`src/rtl/pbc_pkg.sv`:
```
package pbc_pkg;

  typedef enum logic [2:0] {
    M_SPC_SC   = 3'b000,
    M_EMU_NAR  = 3'b001,
    M_TEST     = 3'b010,
    M_EMU_WIDE = 3'b011,
    M_NRM_SC   = 3'b100,
    M_NRM_NAR  = 3'b101,
    M_PERIPH   = 3'b110,
    M_NRM_WIDE = 3'b111
  } mode_t;

  localparam int OFS_PA    = 'h00;
  localparam int OFS_PB    = 'h01;
  localparam int OFS_DDA   = 'h02;
  localparam int OFS_DDB   = 'h03;
  localparam int OFS_PE    = 'h08;
  localparam int OFS_DDE   = 'h09;
  localparam int OFS_EROLE = 'h0A;
  localparam int OFS_MODE  = 'h0B;
  localparam int OFS_PULL  = 'h0C;
  localparam int OFS_DRV   = 'h0D;
  localparam int OFS_BCTL  = 'h0E;
  localparam int OFS_ICTL  = 'h1E;
  localparam int OFS_PK    = 'h32;
  localparam int OFS_DDK   = 'h33;

  localparam int PE_STB_BIT = 4;
  localparam int PE_RD_BIT  = 2;

  function automatic logic is_wide(mode_t m);
    return (m == M_TEST) || (m == M_EMU_WIDE) || (m == M_NRM_WIDE);
  endfunction

  function automatic logic is_narrow(mode_t m);
    return (m == M_EMU_NAR) || (m == M_NRM_NAR);
  endfunction

  function automatic logic vis_allowed(mode_t m);
    return (m == M_EMU_WIDE) || (m == M_NRM_WIDE) || (m == M_EMU_NAR);
  endfunction

endpackage

```
`src/rtl/pbc_regfile.sv`:
```
module pbc_regfile
  import pbc_pkg::*;
#(
  parameter int W  = 8,
  parameter int AW = 6
) (
  input  logic          clk,
  input  logic          rst,
  input  logic [2:0]    mode_pins,
  input  logic          wr,
  input  logic [AW-1:0] addr,
  input  logic [W-1:0]  wdata,
  output logic [W-1:0]  rdata,
  input  logic [W-1:0]  pa_in,
  input  logic [W-1:0]  pb_in,
  input  logic [W-1:0]  pe_in,
  input  logic [W-1:0]  pk_in,
  output mode_t         mode,
  output logic [W-1:0]  pa_lat,
  output logic [W-1:0]  pb_lat,
  output logic [W-1:0]  dda,
  output logic [W-1:0]  ddb,
  output logic [W-1:0]  pe_lat,
  output logic [W-1:0]  dde,
  output logic [W-1:0]  pk_lat,
  output logic [W-1:0]  ddk,
  output logic          irq_edge,
  output logic          irq_en,
  output logic          ivis
);

  localparam logic [W-1:0] ICTL_RST = W'(8'h40);

  logic [W-1:0] erole, pull, drv, bctl, ictl, rd_nx;
  logic         locked;

  function automatic logic [W-1:0] mix(logic [W-1:0] lat, logic [W-1:0] dir, logic [W-1:0] pin);
    return (lat & dir) | (pin & ~dir);
  endfunction

  assign irq_edge = ictl[7];
  assign irq_en   = ictl[6];

  always_ff @(posedge clk) begin
    if (rst) begin
      mode   <= mode_t'(mode_pins);
      pa_lat <= '0; pb_lat <= '0; dda <= '0; ddb <= '0;
      pe_lat <= '0; dde <= '0; pk_lat <= '0; ddk <= '0;
      erole  <= '0; pull <= '0; drv <= '0; bctl <= '0;
      ictl   <= ICTL_RST;
      ivis   <= 1'b0;
      locked <= 1'b0;
    end else if (wr) begin
      case (addr)
        AW'(OFS_PA):    pa_lat <= wdata;
        AW'(OFS_PB):    pb_lat <= wdata;
        AW'(OFS_DDA):   dda    <= wdata;
        AW'(OFS_DDB):   ddb    <= wdata;
        AW'(OFS_PE):    pe_lat <= wdata;
        AW'(OFS_DDE):   dde    <= wdata;
        AW'(OFS_EROLE): erole  <= wdata;
        AW'(OFS_MODE): begin
          if (!locked || mode == M_TEST) ivis <= wdata[3];
          locked <= 1'b1;
        end
        AW'(OFS_PULL):  pull   <= wdata;
        AW'(OFS_DRV):   drv    <= wdata;
        AW'(OFS_BCTL):  bctl   <= wdata;
        AW'(OFS_ICTL):  ictl   <= wdata;
        AW'(OFS_PK):    pk_lat <= wdata;
        AW'(OFS_DDK):   ddk    <= wdata;
        default: ;
      endcase
    end
  end

  always_comb begin
    rd_nx = '0;
    case (addr)
      AW'(OFS_PA):    rd_nx = mix(pa_lat, dda, pa_in);
      AW'(OFS_PB):    rd_nx = mix(pb_lat, ddb, pb_in);
      AW'(OFS_DDA):   rd_nx = dda;
      AW'(OFS_DDB):   rd_nx = ddb;
      AW'(OFS_PE):    rd_nx = mix(pe_lat, dde, pe_in);
      AW'(OFS_DDE):   rd_nx = dde;
      AW'(OFS_EROLE): rd_nx = erole;
      AW'(OFS_MODE):  rd_nx = W'({mode, 1'b0, ivis, 3'b000});
      AW'(OFS_PULL):  rd_nx = pull;
      AW'(OFS_DRV):   rd_nx = drv;
      AW'(OFS_BCTL):  rd_nx = bctl;
      AW'(OFS_ICTL):  rd_nx = ictl;
      AW'(OFS_PK):    rd_nx = mix(pk_lat, ddk, pk_in);
      AW'(OFS_DDK):   rd_nx = ddk;
      default:        rd_nx = '0;
    endcase
  end

  always_ff @(posedge clk) begin
    if (rst) rdata <= '0;
    else     rdata <= rd_nx;
  end

  // mode frozen once reset is released
  p_mode_hold_r1: assert property (@(posedge clk) disable iff (rst)
    !rst |=> $stable(mode));

  // visibility bit frozen after first write outside test mode
  p_mode_once_r9: assert property (@(posedge clk) disable iff (rst)
    (locked && mode != M_TEST) |=> $stable(ivis));

endmodule

```
`src/rtl/pbc_pin_sync.sv`:
```
module pbc_pin_sync #(
  parameter int N = 2
) (
  input  logic         clk,
  input  logic         rst,
  input  logic [N-1:0] pin_n,
  input  logic [N-1:0] edge_sel,
  input  logic [N-1:0] en,
  output logic [N-1:0] req
);

  for (genvar i = 0; i < N; i++) begin : g_pin
    logic s1, s2, s3;

    always_ff @(posedge clk) begin
      if (rst) begin
        s1     <= 1'b1;
        s2     <= 1'b1;
        s3     <= 1'b1;
        req[i] <= 1'b0;
      end else begin
        s1     <= pin_n[i];
        s2     <= s1;
        s3     <= s2;
        req[i] <= en[i] & (edge_sel[i] ? (s3 & ~s2) : ~s2);
      end
    end

    // an edge request lasts exactly one clock
    p_edge_pulse_r11: assert property (@(posedge clk) disable iff (rst)
      (req[i] && edge_sel[i]) |=> !req[i]);

    // a disabled request stays low
    p_req_off_r11: assert property (@(posedge clk) disable iff (rst)
      !en[i] |=> !req[i]);
  end

endmodule

```
`src/rtl/pbc_bus_mux.sv`:
```
module pbc_bus_mux
  import pbc_pkg::*;
#(
  parameter int W = 8
) (
  input  logic           clk,
  input  logic           rst,
  input  mode_t          mode,
  input  logic [W-1:0]   pa_lat,
  input  logic [W-1:0]   dda,
  input  logic [W-1:0]   pb_lat,
  input  logic [W-1:0]   ddb,
  input  logic [W-1:0]   pe_lat,
  input  logic [W-1:0]   dde,
  input  logic [W-1:0]   pa_in,
  input  logic [W-1:0]   pb_in,
  input  logic [2*W-1:0] ext_addr,
  input  logic [2*W-1:0] ext_wdata,
  input  logic           ext_we,
  output logic [2*W-1:0] ext_rdata,
  output logic           strobe,
  output logic [W-1:0]   pa_out,
  output logic [W-1:0]   pa_oe,
  output logic [W-1:0]   pb_out,
  output logic [W-1:0]   pb_oe,
  output logic [W-1:0]   pe_out,
  output logic [W-1:0]   pe_oe
);

  localparam logic [W-1:0] CTL_MASK = W'((1 << PE_STB_BIT) | (1 << PE_RD_BIT));

  logic           wide, narrow, expd, phase_q, nphase, rd_flag;
  logic           cyc_we;
  logic [2*W-1:0] cyc_addr, cyc_wd;

  assign wide    = is_wide(mode);
  assign narrow  = is_narrow(mode);
  assign expd    = wide | narrow;
  assign nphase  = expd ? ~phase_q : phase_q;
  assign rd_flag = nphase ? ~cyc_we : ~ext_we;

  always_ff @(posedge clk) begin
    if (rst) begin
      phase_q   <= 1'b1;
      strobe    <= 1'b0;
      cyc_we    <= 1'b0;
      cyc_addr  <= '0;
      cyc_wd    <= '0;
      ext_rdata <= '0;
      pa_out <= '0; pa_oe <= '0; pb_out <= '0; pb_oe <= '0;
      pe_out <= '0; pe_oe <= '0;
    end else begin
      phase_q <= nphase;
      strobe  <= expd & nphase;
      if (expd && strobe && !cyc_we)
        ext_rdata <= wide ? {pa_in, pb_in} : {{W{1'b0}}, pa_in};
      if (!expd) begin
        pa_out <= pa_lat; pa_oe <= dda;
        pb_out <= pb_lat; pb_oe <= ddb;
        pe_out <= pe_lat; pe_oe <= dde;
      end else begin
        pe_oe  <= dde | CTL_MASK;
        pe_out <= pe_lat;
        pe_out[PE_STB_BIT] <= nphase;
        pe_out[PE_RD_BIT]  <= rd_flag;
        if (!nphase) begin
          cyc_we   <= ext_we;
          cyc_addr <= ext_addr;
          cyc_wd   <= ext_wdata;
          pa_out   <= ext_addr[2*W-1:W];
          pb_out   <= ext_addr[W-1:0];
          pa_oe    <= '1;
          pb_oe    <= '1;
        end else if (wide) begin
          pa_out <= cyc_wd[2*W-1:W];
          pb_out <= cyc_wd[W-1:0];
          pa_oe  <= {W{cyc_we}};
          pb_oe  <= {W{cyc_we}};
        end else begin
          pa_out <= cyc_wd[W-1:0];
          pa_oe  <= {W{cyc_we}};
          pb_out <= cyc_addr[W-1:0];
          pb_oe  <= '1;
        end
      end
    end
  end

  // phases alternate on every clock in a bus mode
  p_phase_alt_r5: assert property (@(posedge clk) disable iff (rst)
    expd |=> (phase_q != $past(phase_q)));

  // port A released during a wide read data phase
  p_wide_float_r5: assert property (@(posedge clk) disable iff (rst)
    (wide && strobe && !cyc_we) |-> (pa_oe == '0));

  // port B keeps driving in the narrow data phase
  p_narrow_lo_r6: assert property (@(posedge clk) disable iff (rst)
    (narrow && strobe) |-> (pb_oe == '1));

  // no strobe without a bus
  p_no_bus_r8: assert property (@(posedge clk) disable iff (rst)
    !expd |-> !strobe);

endmodule

```
`src/rtl/pbc_top.sv`:
```
module pbc_top
  import pbc_pkg::*;
(
  input  logic        clk,
  input  logic        rst,
  input  logic [2:0]  mode_pins,
  input  logic        reg_wr,
  input  logic [5:0]  reg_addr,
  input  logic [7:0]  reg_wdata,
  output logic [7:0]  reg_rdata,
  input  logic [15:0] ext_addr,
  input  logic [15:0] ext_wdata,
  input  logic        ext_we,
  output logic [15:0] ext_rdata,
  output logic        bus_strobe,
  output logic        vis_en,
  input  logic [7:0]  pa_in,
  output logic [7:0]  pa_out,
  output logic [7:0]  pa_oe,
  input  logic [7:0]  pb_in,
  output logic [7:0]  pb_out,
  output logic [7:0]  pb_oe,
  input  logic [7:0]  pe_in,
  output logic [7:0]  pe_out,
  output logic [7:0]  pe_oe,
  input  logic [7:0]  pk_in,
  output logic [7:0]  pk_out,
  output logic [7:0]  pk_oe,
  input  logic        irq_n,
  input  logic        xirq_n,
  output logic        irq_req,
  output logic        xirq_req
);

  localparam int W  = 8;
  localparam int AW = 6;

  mode_t        mode;
  logic [W-1:0] pa_lat, pb_lat, dda, ddb, pe_lat, dde, pk_lat, ddk;
  logic         irq_edge, irq_en, ivis;
  logic [1:0]   req;

  pbc_regfile #(.W(W), .AW(AW)) u_regs (
    .clk(clk), .rst(rst), .mode_pins(mode_pins),
    .wr(reg_wr), .addr(reg_addr), .wdata(reg_wdata), .rdata(reg_rdata),
    .pa_in(pa_in), .pb_in(pb_in), .pe_in(pe_in), .pk_in(pk_in),
    .mode(mode), .pa_lat(pa_lat), .pb_lat(pb_lat), .dda(dda), .ddb(ddb),
    .pe_lat(pe_lat), .dde(dde), .pk_lat(pk_lat), .ddk(ddk),
    .irq_edge(irq_edge), .irq_en(irq_en), .ivis(ivis)
  );

  pbc_bus_mux #(.W(W)) u_bus (
    .clk(clk), .rst(rst), .mode(mode),
    .pa_lat(pa_lat), .dda(dda), .pb_lat(pb_lat), .ddb(ddb),
    .pe_lat(pe_lat), .dde(dde), .pa_in(pa_in), .pb_in(pb_in),
    .ext_addr(ext_addr), .ext_wdata(ext_wdata), .ext_we(ext_we),
    .ext_rdata(ext_rdata), .strobe(bus_strobe),
    .pa_out(pa_out), .pa_oe(pa_oe), .pb_out(pb_out), .pb_oe(pb_oe),
    .pe_out(pe_out), .pe_oe(pe_oe)
  );

  pbc_pin_sync #(.N(2)) u_sync (
    .clk(clk), .rst(rst),
    .pin_n({xirq_n, irq_n}),
    .edge_sel({1'b0, irq_edge}),
    .en({1'b1, irq_en}),
    .req(req)
  );

  assign irq_req  = req[0];
  assign xirq_req = req[1];

  always_ff @(posedge clk) begin
    if (rst) begin
      pk_out <= '0;
      pk_oe  <= '0;
      vis_en <= 1'b0;
    end else begin
      pk_out <= pk_lat;
      pk_oe  <= ddk;
      vis_en <= ivis & vis_allowed(mode);
    end
  end

endmodule

```
`config.mk`:
```
export PLATFORM = sky130hd
export DESIGN_NAME = pbc_top
export DESIGN_NICKNAME = d
export VERILOG_FILES = /design/src/rtl/pbc_pkg.sv /design/src/rtl/pbc_regfile.sv /design/src/rtl/pbc_pin_sync.sv /design/src/rtl/pbc_bus_mux.sv /design/src/rtl/pbc_top.sv
export SDC_FILE = /design/constraint.sdc
export NUM_CORES = 1
export LEC_CHECK = 0
export BUFFER_PORTS_ARGS = -buffer_cell sky130_fd_sc_hd__clkbuf_2
export CAP_MARGIN = 10
export CORE_ASPECT_RATIO = 0.8
export CORE_MARGIN = 2
export CORE_UTILIZATION = 55
export DETAILED_ROUTE_END_ITERATION = 7
export PLACE_DENSITY_LB_ADDON = 0.1
export SLEW_MARGIN = 20
export SYNTH_ARGS = -nofsm -noshare
export SYNTH_HDL_FRONTEND = slang
export SYNTH_SLANG_ARGS = --single-unit
```
`constraint.sdc`:
```
create_clock -name clk -period 2.59 [get_ports clk]
set_input_delay 0.1295 -clock clk [delete_from_list [all_inputs] [get_ports clk]]
set_output_delay 0.1295 -clock clk [all_outputs]
set_load 0.03 [all_outputs]
```
Yosys cells after proc, flatten, opt, wreduce, memory -nomap -nowiden

Index checks and enable logic that the tools add are counted.

Bits in registers: 232
Latch bits: 0
Bits in writable memories: 0
Memory bits (read-only): 0
Output and inout port bits: 92
Logic and storage cells: 129
Memories kept: 0

$add $sub $neg: 0
Multiply operators: 0
Divide/modulo/power cells: 0
Order comparisons: 0
Equal/unequal tests: 18
Shifts and indexed selects: 0
Mux-type cells: 18
Bitwise gates (word level): 27
Reductions and logical operators: 27

Operators with widths:

| kind                                                             | number |
|---|---|
| 8-bit one-hot mux with 14 select lines                           | 1 |
| 8-bit 2-to-1 mux                                                 | 11 |
| 8-bit AND                                                        | 8 |
| 6-bit by 4-bit == test with 1-bit output (second input constant) | 7 |
| 8-bit NOT                                                        | 4 |
| 8-bit OR                                                         | 4 |
| 2-bit AND reduction                                              | 15 |
| 16-bit 2-to-1 mux                                                | 1 |
| 6-bit by 2-bit == test with 1-bit output (second input constant) | 2 |
| 6-bit == test (second input constant)                            | 2 |
| 5-bit 2-to-1 mux                                                 | 2 |
| 3-bit by 2-bit == test with 1-bit output (second input constant) | 2 |
| 3-bit == test (second input constant)                            | 2 |
| 6-bit by 1-bit == test with 1-bit output (second input constant) | 1 |
| 6-bit by 5-bit == test with 1-bit output (second input constant) | 1 |
| 6-bit zero test                                                  | 1 |
| 1-bit logical OR                                                 | 6 |
| 1-bit NOT                                                        | 6 |
| 1-bit AND                                                        | 4 |
| 3-bit by 1-bit == test with 1-bit output (second input constant) | 1 |
| 1-bit 2-to-1 mux                                                 | 3 |
| 3-bit AND reduction                                              | 1 |
| 1-bit logical AND                                                | 2 |
| 1-bit zero test                                                  | 2 |
| 1-bit OR                                                         | 1 |

Logic depth before layout (Yosys ltp)

Word-level depth: 7
Gate-level depth with buffers: 9
Depth with buffers taken out: 8

Cells and area by module

Synthesis repeated with hierarchy kept, for this count alone.

Cells, all modules: 1071
Area, all modules: 9954.5 um2

By module, submodules not included:

| module       | instances | cells each | area an instance (um2) | seq. area each (um2) |
|---|---|---|---|---|
| pbc_regfile  | 1         | 640        | 5454.0                 | 2372.3 |
| pbc_bus_mux  | 1         | 374        | 3768.6                 | 1821.7 |
| pbc_top      | 1         | 39         | 491.7                  | 340.3 |
| pbc_pin_sync | 1         | 18         | 240.2                  | 160.2 |

Least setup slack after synthesis

OpenSTA, ideal clock, no wires.

Path kind: flip-flop to flip-flop
Start point: register u_regs.mode[1]
End point: register u_bus.pa_out[7]
Setup time: 0.070 ns
Arrival: 2.316 ns
Data required time: 2.520 ns
Path slack: 0.203 ns
Cell stages (with the launch flop): 9
Buffers on the path: 3
Period minus slack after synthesis: 2.387 ns
Path through: edfxtp_1 > a21oi_2 > inv_2 > clkbuf_1 > ha_1 > clkbuf_1 > clkbuf_1 > o211ai_1 > a21oi_1

Cells in the longest elaborated chain, start to end: 7
Elaborated cells on any way between the ends: 13

Ends and longest elaborated chain:

| item                                     | RTL line          | RTL |
|---|---|---|
| start: declaration                       | pbc_regfile.sv:18 | `output mode_t mode,` |
| start signal: assignment                 | pbc_regfile.sv:46 | `mode <= mode_t'(mode_pins);` |
| 3-bit by 2-bit == test with 1-bit output | pbc_pkg.sv:33     | `return (m == M_TEST) \|\| (m == M_EMU_WIDE) \|\| (m == M_NRM_WIDE);` |
| 1-bit logical OR (2 in a row)            | pbc_pkg.sv:33     |  |
| 1-bit OR                                 | pbc_bus_mux.sv:38 | `assign expd = wide \| narrow;` |
| 1-bit 2-to-1 mux                         | pbc_bus_mux.sv:39 | `assign nphase = expd ? ~phase_q : phase_q;` |
| 8-bit 2-to-1 mux                         | pbc_bus_mux.sv:66 | `if (!nphase) begin` |
| 8-bit 2-to-1 mux (*)                     | pbc_bus_mux.sv:57 | `if (!expd) begin` |
| end signal: assignment                   | pbc_bus_mux.sv:70 | `pa_out <= ext_addr[2*W-1:W];` |
| end signal: assignment                   | pbc_bus_mux.sv:75 | `pa_out <= cyc_wd[2*W-1:W];` |
| end signal: assignment                   | pbc_bus_mux.sv:80 | `pa_out <= cyc_wd[W-1:0];` |
| end: declaration                         | pbc_bus_mux.sv:22 | `output logic [W-1:0] pa_out,` |

Mark *: on every way between the ends. The rest lies on a longest branch, timed or not.
A chain may end at the register's enable or synchronous reset.

Final worst setup path

Start point: register u_regs.mode[2]
End point: register u_bus.pa_oe[1]

Cells in the longest elaborated chain, start to end: 7
Elaborated cells on any way between the ends: 12

Ends and longest elaborated chain:

| item                                     | RTL line          | RTL |
|---|---|---|
| 3-bit by 2-bit == test with 1-bit output | pbc_pkg.sv:33     |  |
| 1-bit logical OR (2 in a row)            | pbc_pkg.sv:33     |  |
| 1-bit OR (*)                             | pbc_bus_mux.sv:38 |  |
| 1-bit 2-to-1 mux                         | pbc_bus_mux.sv:39 |  |
| 8-bit 2-to-1 mux                         | pbc_bus_mux.sv:66 |  |
| 8-bit 2-to-1 mux (*)                     | pbc_bus_mux.sv:57 |  |
| end signal: assignment                   | pbc_bus_mux.sv:77 | `pa_oe <= {W{cyc_we}};` |
| end signal: assignment                   | pbc_bus_mux.sv:81 | `pa_oe <= {W{cyc_we}};` |
| end: declaration                         | pbc_bus_mux.sv:23 | `output logic [W-1:0] pa_oe,` |

Marked as above.

==> impl_metrics.env <==
export IMPL_finalClockSkew_ns=0.0139
export IMPL_crit_path_end_kind="flop"
export IMPL_grt_first_pass_wirelength_um=43800
export IMPL_synth_area_mux_share=0.140
export IMPL_required_ns=3.03
export IMPL_syn_num_nets=1133
export IMPL_seq_power_share=0.467
export IMPL_synth_area_leaders="dfxtp_1 48%, mux2i_1 12%, a21oi_1 4.9%, nor2_1 4.8%, nand2_1 4.1%"
export IMPL_synth_xor_area_frac=0
export IMPL_num_fill_cells=1353
export IMPL_drt_iter0_drc=907
export IMPL_wirelength_um=28600
export IMPL_gp_congestion=0.989
export IMPL_avgSynthCellArea_um2=9.12
export IMPL_synth_top_area_share=0.482
export IMPL_cts_sinks=232
export IMPL_switchingPower_mw=2.14
export IMPL_synth_top_family_by_area="simple AND/OR/NAND/NOR gates"
export IMPL_wire_per_inst_um=19.4
export IMPL_rows=42
export IMPL_rsz0062_at_grt="false"
export IMPL_yosysMostFrequentCell="dfxtp_1"
export IMPL_yosys_top_cells_count="229 x dfxtp_1, 121 x nor2_1, 113 x mux2i_1"
export IMPL_synth_async_reset_ratio=0
export IMPL_synth_seq_cells=232
export IMPL_worst_slew_pin_slew_ns=0.732
export IMPL_fmax_mhz=447
export IMPL_crit_type="flop to flop"
export IMPL_comb_power_share=0.136
export IMPL_synth_simple_gate_area_frac=0.187
export IMPL_grt_pass1_vias=7860
export IMPL_hp_class="input pin to flop"
export IMPL_setup_viol=0
export IMPL_relSlewSlack=0.512
export IMPL_core_area_um2=16700
export IMPL_p_sw_frac=0.264
export IMPL_clockBufferDepth=3
export IMPL_clkLatencyLatePin_ns=0.51
export IMPL_antenna_found_initial=0
export IMPL_multi_input_area_um2=4480
export IMPL_period_share=0.863
export IMPL_p_clk_frac=0.397
export IMPL_fp_dieH_um=122
export IMPL_io_pins=179
export IMPL_cts_tree="yes"
export IMPL_hpwl_um=19400
export IMPL_regArea_um2=4670
export IMPL_yosys_warnings=0
export IMPL_yosys_area_share_adder=0.00395
export IMPL_syn_inst=1043
export IMPL_cap_violations=0
export IMPL_final_max_slew_viol_count=0
export IMPL_die_area_um2=18400
export IMPL_drt_first_pass_iters=5
export IMPL_startpoint_type="flop"
export IMPL_period_minus_slack_ns=2.24
export IMPL_setup_tns_ns=0
export IMPL_fin_cells=1471
export IMPL_avgViaCountPerCell=5.69
export IMPL_p_int_mw=5.96
export IMPL_preCtsSetupSlack_ns=0.414
export IMPL_groute_usage_overall=0.307
export IMPL_synth_edf_count=3
export IMPL_die_w_um=151
export IMPL_syn_area_um2=9510
export IMPL_grt_max_degree=103
export IMPL_finalHoldViolCount=0
export IMPL_peakVddDrop_mv=0.494
export IMPL_htreeDepth=1
export IMPL_vias=8369
export IMPL_io_buffers=178
export IMPL_synth_compound_area_frac=0.139
export IMPL_status="finished, final reports clean"
export IMPL_synth_cell_type_count=54
export IMPL_placed_area_um2=10600
export IMPL_num_antenna_cells=0
export IMPL_cts_buffers=23
export IMPL_design_area_um2=11700
export IMPL_reg_top3="u_bus.cyc_wd x16, u_bus.ext_rdata x16"
export IMPL_cp_max_fo=10
export IMPL_fin_nets=1325
export IMPL_power_density_nw_per_um2=691
export IMPL_seq_area_frac_synth=0.492
export IMPL_ant_nets=0
export IMPL_drive_above_1_share=0.229
export IMPL_initial_utilization=0.569
export IMPL_clkSlewWorstSetupHoldPaths_ns=0.06
export IMPL_yosysTopAreaCell="dfxtp_1"
export IMPL_leakage_nw=4.81
export IMPL_yosys_most_used_dff="dfxtp_1"
export IMPL_grt_overflow=0
export IMPL_ctsRootBufferMaster="clkbuf_16"
export IMPL_drc_errors=0
export IMPL_area_growth_pct=23.2
export IMPL_p_total_mw=8.10
export IMPL_place_inst=1390
export IMPL_fin_ws_ns=0.355
export IMPL_cp_arrival_ns=2.68
## metrics by stage
step / hold WS [ns] / utilization
2_1_floorplan: 0.228 / -
3_3_place_gp: 0.310 / 0.633
3_5_place_dp: 0.309 / 0.633
4_1_cts: 0.0109 / 0.701
5_1_grt: 0.0245 / 0.701
6_report: 0.0136 / 0.701
## kinds of logic (layout without fill, tap and decap cells)
group           count (synthesis)  in the layout
compound gates                226            226
fa+ha+maj                       3              3
buf+inv                        87            295
flops                         232            232
mux                           131            131
simple gates                  364            364
## per-layer routing
metal / wire length (um) / global-route usage
met4: 512 / 0.0625
met1: 12700 / 0.464
met5: 0 / 0
met2: 12600 / 0.462
met3: 2860 / 0.0573
## power by group through the flow
| stage | logic, mW | registers, mW | clock network (mW) |
|---|---|---|---|
| 2_1_floorplan | 0.532 | 4.00 | 0 |
| 3_3_place_gp | 1.02 | 3.86 | 0 |
| 3_5_place_dp | 1.03 | 3.85 | 0 |
| 4_1_cts | 1.08 | 3.78 | 3.24 |
| 5_1_grt | 1.18 | 3.79 | 3.39 |
| 6_report | 1.10 | 3.78 | 3.22 |
## critical path: stages, from the launching register on
cell and delay, ns:
edfxtp_1 0.42, inv_1 0.10, a21oi_2 0.18, inv_2 0.05
ha_1 0.50, nor2_1 0.11, a21oi_1 0.60, o21a_1 0.21
## layout by cell type, fill, tap and decap left out, drive strengths merged, types with 4 or more instances in the layout
| master | count |
|---|---|
| nor2 | 125 |
| o31a | 4 |
| mux2i | 113 |
| and3 | 5 |
| nand3 | 44 |
| inv | 12 |
| a21oi | 95 |
| o21ai | 54 |
| or2 | 5 |
| nor3 | 5 |
| o21a | 8 |
| dlygate4sd3 | 40 |
| o22ai | 12 |
| a211oi | 13 |
| mux2 | 18 |
| nor2b | 31 |
| a2111oi | 4 |
| a22oi | 5 |
| dfxtp | 229 |
| nand2b | 19 |
| nand3b | 4 |
| nand2 | 103 |
| or3b | 11 |
| buf | 26 |
| o211ai | 16 |
| clkbuf | 213 |
| a31oi | 7 |
## area by class of cell
| class | count | area share |
|---|---|---|
| clock buffers | 36 | 0.0593 |
| clock inverters | 5 | 0.00299 |
| inverters | 11 | 0.00352 |
| multi-input cells | 724 | 0.383 |
| flip-flops and latches | 232 | 0.399 |
| well taps | 220 | 0.0235 |
| repair buffers | 243 | 0.129 |
## final timing paths
check | from | cells past startpoint | endpoint | slack, ns
worst max-delay path | u_regs.mode[2]$_DFFE_PP_ | 7 | u_bus.pa_oe[1]$_SDFF_PP0_ | 0.35
worst min-delay path | pb_in[1] | 3 | u_bus.ext_rdata[1]$_SDFFE_PP0P_ | 0.01
worst max register to register | u_regs.mode[2]$_DFFE_PP_ | 7 | u_bus.pa_oe[1]$_SDFF_PP0_ | 0.35
worst min register to register | u_sync.g_pin[1].s2$_SDFF_PP1_ | 1 | u_sync.req[1]$_SDFF_PP0_ | 0.38
## timing repair
item	4_1_cts	5_1_grt
hold buffers	40	0
setup endpoints to repair	0	0
endpoints found under the hold margin	42	0
buffers inserted	0	0
gates resized for setup	0	0
No activity file was read; power rests on OpenSTA's default activity.
